`config.mk`:
```
export PLATFORM = sky130hd
export DESIGN_NAME = pwmofs_top
export DESIGN_NICKNAME = d
export VERILOG_FILES = /design/src/rtl/pwmofs_pkg.sv /design/src/rtl/pwmofs_regbank.sv /design/src/rtl/pwmofs_sat.sv /design/src/rtl/pwmofs_top.sv
export SDC_FILE = /design/constraint.sdc
export NUM_CORES = 1
export LEC_CHECK = 0
export BUFFER_PORTS_ARGS = -buffer_cell sky130_fd_sc_hd__clkbuf_2
export CAP_MARGIN = 25
export CORE_UTILIZATION = 45
export CTS_CLUSTER_SIZE = 12
export DETAILED_ROUTE_END_ITERATION = 7
export PLACE_DENSITY = 0.72
export RECOVER_POWER = 25
export SLEW_MARGIN = 25
export SYNTH_ARGS = -nofsm -noshare
export SYNTH_HDL_FRONTEND = slang
export SYNTH_SLANG_ARGS = --single-unit
```
`constraint.sdc`:
```
create_clock -name clk -period 6 [get_ports clk]
set_input_delay 0.9 -clock clk [delete_from_list [all_inputs] [get_ports clk]]
set_output_delay 0.9 -clock clk [all_outputs]
set_load 0.02 [all_outputs]
```
`src/rtl/pwmofs_pkg.sv`:
```
package pwmofs_pkg;
    // State of the commit controller: either live and staged banks agree, or
    // staged changes are waiting for the next frame tick.
    typedef enum logic [0:0] {
        ST_IDLE  = 1'b0,
        ST_ARMED = 1'b1
    } commit_st_e;
endpackage

```
`src/rtl/pwmofs_regbank.sv`:
```
module pwmofs_regbank
    import pwmofs_pkg::*;
#(
    parameter int NCH   = 6,
    parameter int OFS_W = 8,
    parameter int CH_W  = 3
) (
    input  logic                       clk,
    input  logic                       rst_n,
    input  logic                       wr_en,
    input  logic [CH_W-1:0]            wr_addr,
    input  logic [OFS_W-1:0]           wr_data,
    input  logic                       frame_tick,
    output logic [NCH-1:0][OFS_W-1:0]  act_ofs
);
    logic [NCH-1:0][OFS_W-1:0] stg_ofs;
    commit_st_e                state_q;
    commit_st_e                state_d;
    logic                      wr_hit;
    logic                      commit_en;

    // A write counts only when it targets an existing channel.
    assign wr_hit = wr_en && (int'(wr_addr) < NCH);

    // State register.
    always_ff @(posedge clk or negedge rst_n) begin
        if (!rst_n) state_q <= ST_IDLE;
        else        state_q <= state_d;
    end

    // Next-state logic.
    always_comb begin
        state_d = state_q;
        unique case (state_q)
            ST_IDLE:  if (wr_hit) state_d = ST_ARMED;
            ST_ARMED: if (frame_tick && !wr_hit) state_d = ST_IDLE;
            default:  state_d = ST_IDLE;
        endcase
    end

    // Output decode: copy staged into live only on a tick while armed.
    always_comb begin
        commit_en = 1'b0;
        unique case (state_q)
            ST_IDLE:  commit_en = 1'b0;
            ST_ARMED: commit_en = frame_tick;
            default:  commit_en = 1'b0;
        endcase
    end

    for (genvar g = 0; g < NCH; g++) begin : g_ch
        always_ff @(posedge clk or negedge rst_n) begin
            if (!rst_n)
                stg_ofs[g] <= '0;
            else if (wr_en && (wr_addr == CH_W'(g)))
                stg_ofs[g] <= wr_data;
        end

        always_ff @(posedge clk or negedge rst_n) begin
            if (!rst_n)
                act_ofs[g] <= '0;
            else if (commit_en)
                act_ofs[g] <= stg_ofs[g];
        end
    end
endmodule

```
`src/rtl/pwmofs_sat.sv`:
```
module pwmofs_sat #(
    parameter int DUTY_W    = 16,
    parameter int OFS_W     = 8,
    parameter int OFS_SHIFT = 2
) (
    input  logic [DUTY_W-1:0] duty,
    input  logic [OFS_W-1:0]  code,
    output logic [DUTY_W-1:0] result
);
    // Wide enough for any duty plus any scaled code, with a sign bit to spare.
    localparam int SUM_W = DUTY_W + OFS_W + OFS_SHIFT;
    localparam logic signed [SUM_W-1:0] MAX_V =
        {{(SUM_W-DUTY_W){1'b0}}, {DUTY_W{1'b1}}};

    logic signed [SUM_W-1:0] code_ext;
    logic signed [SUM_W-1:0] corr;
    logic signed [SUM_W-1:0] duty_ext;
    logic signed [SUM_W-1:0] sum;

    always_comb begin
        code_ext = SUM_W'(signed'(code));
        corr     = code_ext <<< OFS_SHIFT;
        duty_ext = signed'({{(SUM_W-DUTY_W){1'b0}}, duty});
        sum      = duty_ext + corr;
        if (sum < 0)
            result = '0;
        else if (sum > MAX_V)
            result = '1;
        else
            result = sum[DUTY_W-1:0];
    end
endmodule

```
`src/rtl/pwmofs_top.sv`:
```
module pwmofs_top #(
    parameter int NCH       = 6,
    parameter int DUTY_W    = 16,
    parameter int OFS_W     = 8,
    parameter int OFS_SHIFT = 2,
    localparam int CH_W     = $clog2(NCH)
) (
    input  logic              clk,
    input  logic              rst_n,
    input  logic              wr_en,
    input  logic [CH_W-1:0]   wr_addr,
    input  logic [OFS_W-1:0]  wr_data,
    input  logic              frame_tick,
    input  logic              in_valid,
    input  logic [CH_W-1:0]   in_chan,
    input  logic [DUTY_W-1:0] in_duty,
    output logic              out_valid,
    output logic [CH_W-1:0]   out_chan,
    output logic [DUTY_W-1:0] out_duty
);
    logic [NCH-1:0][OFS_W-1:0] act_ofs;
    logic [OFS_W-1:0]          sel_code;
    logic [DUTY_W-1:0]         sat_res;

    pwmofs_regbank #(.NCH(NCH), .OFS_W(OFS_W), .CH_W(CH_W)) u_bank (
        .clk        (clk),
        .rst_n      (rst_n),
        .wr_en      (wr_en),
        .wr_addr    (wr_addr),
        .wr_data    (wr_data),
        .frame_tick (frame_tick),
        .act_ofs    (act_ofs)
    );

    // Unused channel numbers select a zero code.
    always_comb begin
        sel_code = '0;
        for (int i = 0; i < NCH; i++) begin
            if (in_chan == CH_W'(i)) sel_code = act_ofs[i];
        end
    end

    pwmofs_sat #(.DUTY_W(DUTY_W), .OFS_W(OFS_W), .OFS_SHIFT(OFS_SHIFT)) u_sat (
        .duty   (in_duty),
        .code   (sel_code),
        .result (sat_res)
    );

    always_ff @(posedge clk or negedge rst_n) begin
        if (!rst_n) begin
            out_valid <= 1'b0;
            out_chan  <= '0;
            out_duty  <= '0;
        end else begin
            out_valid <= in_valid;
            if (in_valid) begin
                out_chan <= in_chan;
                out_duty <= sat_res;
            end
        end
    end
endmodule

```
==> flow_summary.rst <==
.. list-table::
   :header-rows: 1

   * - Metric
     - Value
   * - Routed wire length per instance
     - 17.6 um
   * - Final worst clock skew
     - 6.38 ps
   * - Fraction of registers with async set/reset
     - 100%
   * - Hold Vio Cnt, Final
     - 0
   * - Die area
     - 13100 sq um
   * - Kind of end point of the critical path
     - register
   * - Number of synthesized flops with an enable pin
     - 0
   * - Filler-free cell count of the finished design
     - 676
   * - Number of H-tree levels
     - 4
   * - Most frequent standard cell in the layout excluding fill and tap cells
     - sky130_fd_sc_hd__dfrtp_1
   * - Unrepaired setup endpoints after global routing
     - false
   * - Worst slew slack as a fraction of its limit
     - -76.3%
   * - Area of the mapped netlist
     - 5710 sq um
   * - Class of the most critical hold timing path
     - register to register
   * - Post-detailed-route via-to-cell ratio
     - 5.42
   * - Number of nets produced by synthesis
     - 488
   * - Number of buffers created by CTS
     - 17
   * - Drt first pass iters
     - 4
   * - Most area-consuming cells after synthesis
     - sky130_fd_sc_hd__dfrtp_1 (51%), sky130_fd_sc_hd__mux2_2 (20%), sky130_fd_sc_hd__ha_1 (3.9%), sky130_fd_sc_hd__a2bb2oi_2 (2.6%), sky130_fd_sc_hd__mux2i_1 (2.3%)
   * - Flip-flop and latch count after synthesis
     - 117
   * - Final worst-path cycle share
     - 69.9%
   * - Final-layout setup total negative slack
     - 0 ps
   * - IO Count
     - 55
   * - Clk_lat worst skew
     - 410 ps
   * - Diode count
     - 0
   * - Hold-fix buffers at CTS
     - 0
   * - Number of remaining DRC errors
     - 0
   * - Core area
     - 12200 sq um
   * - Antenna Violating Nets Remaining
     - 0
   * - HPWL after detailed placement
     - 8110 um
   * - Clock transition at the registers of the reported paths
     - 50 ps
   * - Count of fill cells added during filler insertion
     - 1050
   * - Count of clock tree sinks
     - 117
   * - Count of standard-cell rows
     - 40
   * - Power per Cell Area
     - 441 nW/um^2
   * - Worst setup path class
     - primary input to register
   * - Layout Cell Area excl Fill
     - 6730 sq um
   * - Worst path setup slack after routing
     - 1810 ps
   * - Top achievable clock speed
     - 0.239 GHz
   * - Post-CTS Setup Bufs
     - 0
   * - Total of max-cap violations
     - 2
   * - Post-place setup slack
     - 1410 ps
   * - Max-slew violation count
     - 99
   * - Total wire length after detailed routing
     - 11900 um
   * - Main synth FF type
     - sky130_fd_sc_hd__dfrtp_1
   * - Clock tree from TritonCTS
     - built
   * - Global-route wire length before repair
     - 19600 um
   * - Post-synthesis cell type count
     - 53
   * - CTS Root Buffer Type
     - sky130_fd_sc_hd__clkbuf_16
   * - Arr. time, crit path
     - 4460 ps
   * - Worst Setup Start Kind
     - primary input
   * - Quantity of I/O buffers inserted on ports
     - 54
   * - Number of global-route vias before repair
     - 3783
   * - Maximum number of pins on one net before global-route repair
     - 70
   * - Overflow left after global routing
     - 0
   * - Share of final-layout standard cells stronger than drive strength 1
     - 40.2%
   * - Instance area after placement
     - 6150 sq um
   * - Initial cell density of the core
     - 46.9%
   * - Mean instance size in the synthesized netlist
     - 13.1 sq um
   * - Maximum resistive drop on vdd
     - 0.269 mV
   * - Die width
     - 115 um
   * - Synthesized instance count
     - 434
   * - Weighted congestion at the end of routability-driven global placement
     - 0.850
   * - Initial DRC Count
     - 189
   * - Area Growth Syn to Fin
     - 18.0%
   * - Actual slew at the worst max-slew pin
     - 2640 ps
   * - Net total in the final layout
     - 549
   * - Sequential fraction of the synthesis area
     - 51.3%
   * - Via count
     - 3662
   * - Count of final setup violators
     - 0
   * - Crit path max fanout
     - 19
   * - Total global-route track usage
     - 20.1%
   * - Top library cells by usage in the layout, fill and taps aside
     - sky130_fd_sc_hd__dfrtp_1 (117), sky130_fd_sc_hd__mux2_2 (99), sky130_fd_sc_hd__clkbuf_2 (50)
   * - Number of placed instances with taps included
     - 644
   * - Number of gates resized after cts
     - 0
   * - Violated checks
     - capacitance limit, slew limit
   * - Fraction of synthesized cell area taken by the top area cell type
     - 51.3%
   * - Most area-hungry cell type in the Yosys netlist
     - sky130_fd_sc_hd__dfrtp_1
   * - Data required time at the worst endpoint
     - 6270 ps
   * - Synthesis warning total
     - 0
   * - Leakage component of the power
     - 0.00307 uW
   * - Outcome
     - complete, but fails checks
   * - Maximum count of clock buffers along a single path
     - 2
   * - Die height
     - 115 um
   * - Min Tclk post-route
     - 4190 ps
   * - Initial antenna violation count
     - 0
   * - Pwr Total
     - 2970 uW
## synth_stat cells (3+ instances only)
cell type,instances
sky130_fd_sc_hd__nand2_1,24
sky130_fd_sc_hd__a2bb2oi_2,10
sky130_fd_sc_hd__clkbuf_1,10
sky130_fd_sc_hd__a21o_1,4
sky130_fd_sc_hd__and4_1,3
sky130_fd_sc_hd__and3_1,3
sky130_fd_sc_hd__a21oi_1,13
sky130_fd_sc_hd__buf_1,3
sky130_fd_sc_hd__nor2b_1,14
sky130_fd_sc_hd__xnor2_1,5
sky130_fd_sc_hd__o21ai_0,9
sky130_fd_sc_hd__nor2_1,22
sky130_fd_sc_hd__mux2_2,99
sky130_fd_sc_hd__xor2_1,5
sky130_fd_sc_hd__dfrtp_1,117
sky130_fd_sc_hd__mux2i_1,13
sky130_fd_sc_hd__a31oi_1,3
sky130_fd_sc_hd__ha_1,18
sky130_fd_sc_hd__a2bb2oi_1,3
sky130_fd_sc_hd__inv_1,8
sky130_fd_sc_hd__o221ai_1,4
## flip-flops by register name, summed over array words and instances, names as in the netlist
signal,count
u_bank.act_ofs,48
out_chan,3
out_valid,1
u_bank.state_q,1
out_duty,16
u_bank.stg_ofs,48
## routing by layer
layer	wire, um	track usage, %
met5	0	0
met2	5630	32.9
met4	248	9.09
met1	5460	25.1
met3	532	4.92
## worst paths after layout
check,from,endpoint,cells after the start,slack [ps]
max,in_chan[0],out_duty[12]$_DFFE_PN0P_,12,1810
max reg2reg,u_bank.act_ofs[31]$_DFFE_PN0P_,out_duty[1]$_DFFE_PN0P_,10,2540
min reg2reg,u_bank.stg_ofs[44]$_DFFE_PN0P_,u_bank.act_ofs[44]$_DFFE_PN0P_,1,500
min,u_bank.stg_ofs[44]$_DFFE_PN0P_,u_bank.act_ofs[44]$_DFFE_PN0P_,1,500
max in group asynchronous,rst_n,u_bank.act_ofs[20]$_DFFE_PN0P_,2,2700
min in group asynchronous,rst_n,out_duty[13]$_DFFE_PN0P_,1,1330
## layout make-up
cell class	instances	area (sq um)	share of cell area, %
clock inverters	9	125	1.86
repair buffers	59	303	4.50
well taps	168	210	3.12
multi-input cells	292	2660	39.5
clock buffers	23	478	7.10
flip-flops and latches	117	2930	43.5
inverters	8	30.0	0.446
## cell families (layout without fill, tap and decap cells)
logic type      Yosys count  count (layout)  share of synthesized area [%]
flops                   117             117                           51.3
compound gates           61              61                           9.04
mux                     117             117                           23.8
xor+xnor                 10              10                           1.54
simple gates             85              85                           7.85
buf+inv                  25              99                           2.19
fa+ha+maj                19              19                           4.30
## power breakdown
part	internal, uW	switching, uW	total, uW
combinational	405	410	815
sequential	1020	112	1130
clock	682	341	1020
total	2110	864	2970
## critical path: stages
cell and delay [ps]:
sky130_fd_sc_hd__clkbuf_2 490, sky130_fd_sc_hd__mux4_1 620, sky130_fd_sc_hd__nand2_1 70, sky130_fd_sc_hd__o21ai_0 150, sky130_fd_sc_hd__fa_1 480, sky130_fd_sc_hd__a21o_1 230, sky130_fd_sc_hd__a221oi_2 350, sky130_fd_sc_hd__o21ai_0 200
sky130_fd_sc_hd__a21oi_1 220, sky130_fd_sc_hd__mux2i_2 360, sky130_fd_sc_hd__buf_4 290, sky130_fd_sc_hd__a2bb2oi_2 70
## stage by stage
| step | utilization, % | hold slack, ps |
|---|---|---|
| after floorplan | - | 470 |
| after global placement | 50.5 | 481 |
| after detailed placement | 50.6 | 486 |
| after CTS | 55.5 | 498 |
| after global routing | 55.3 | 514 |
| final | 55.3 | 496 |
Power figures use the tool's default switching activity.
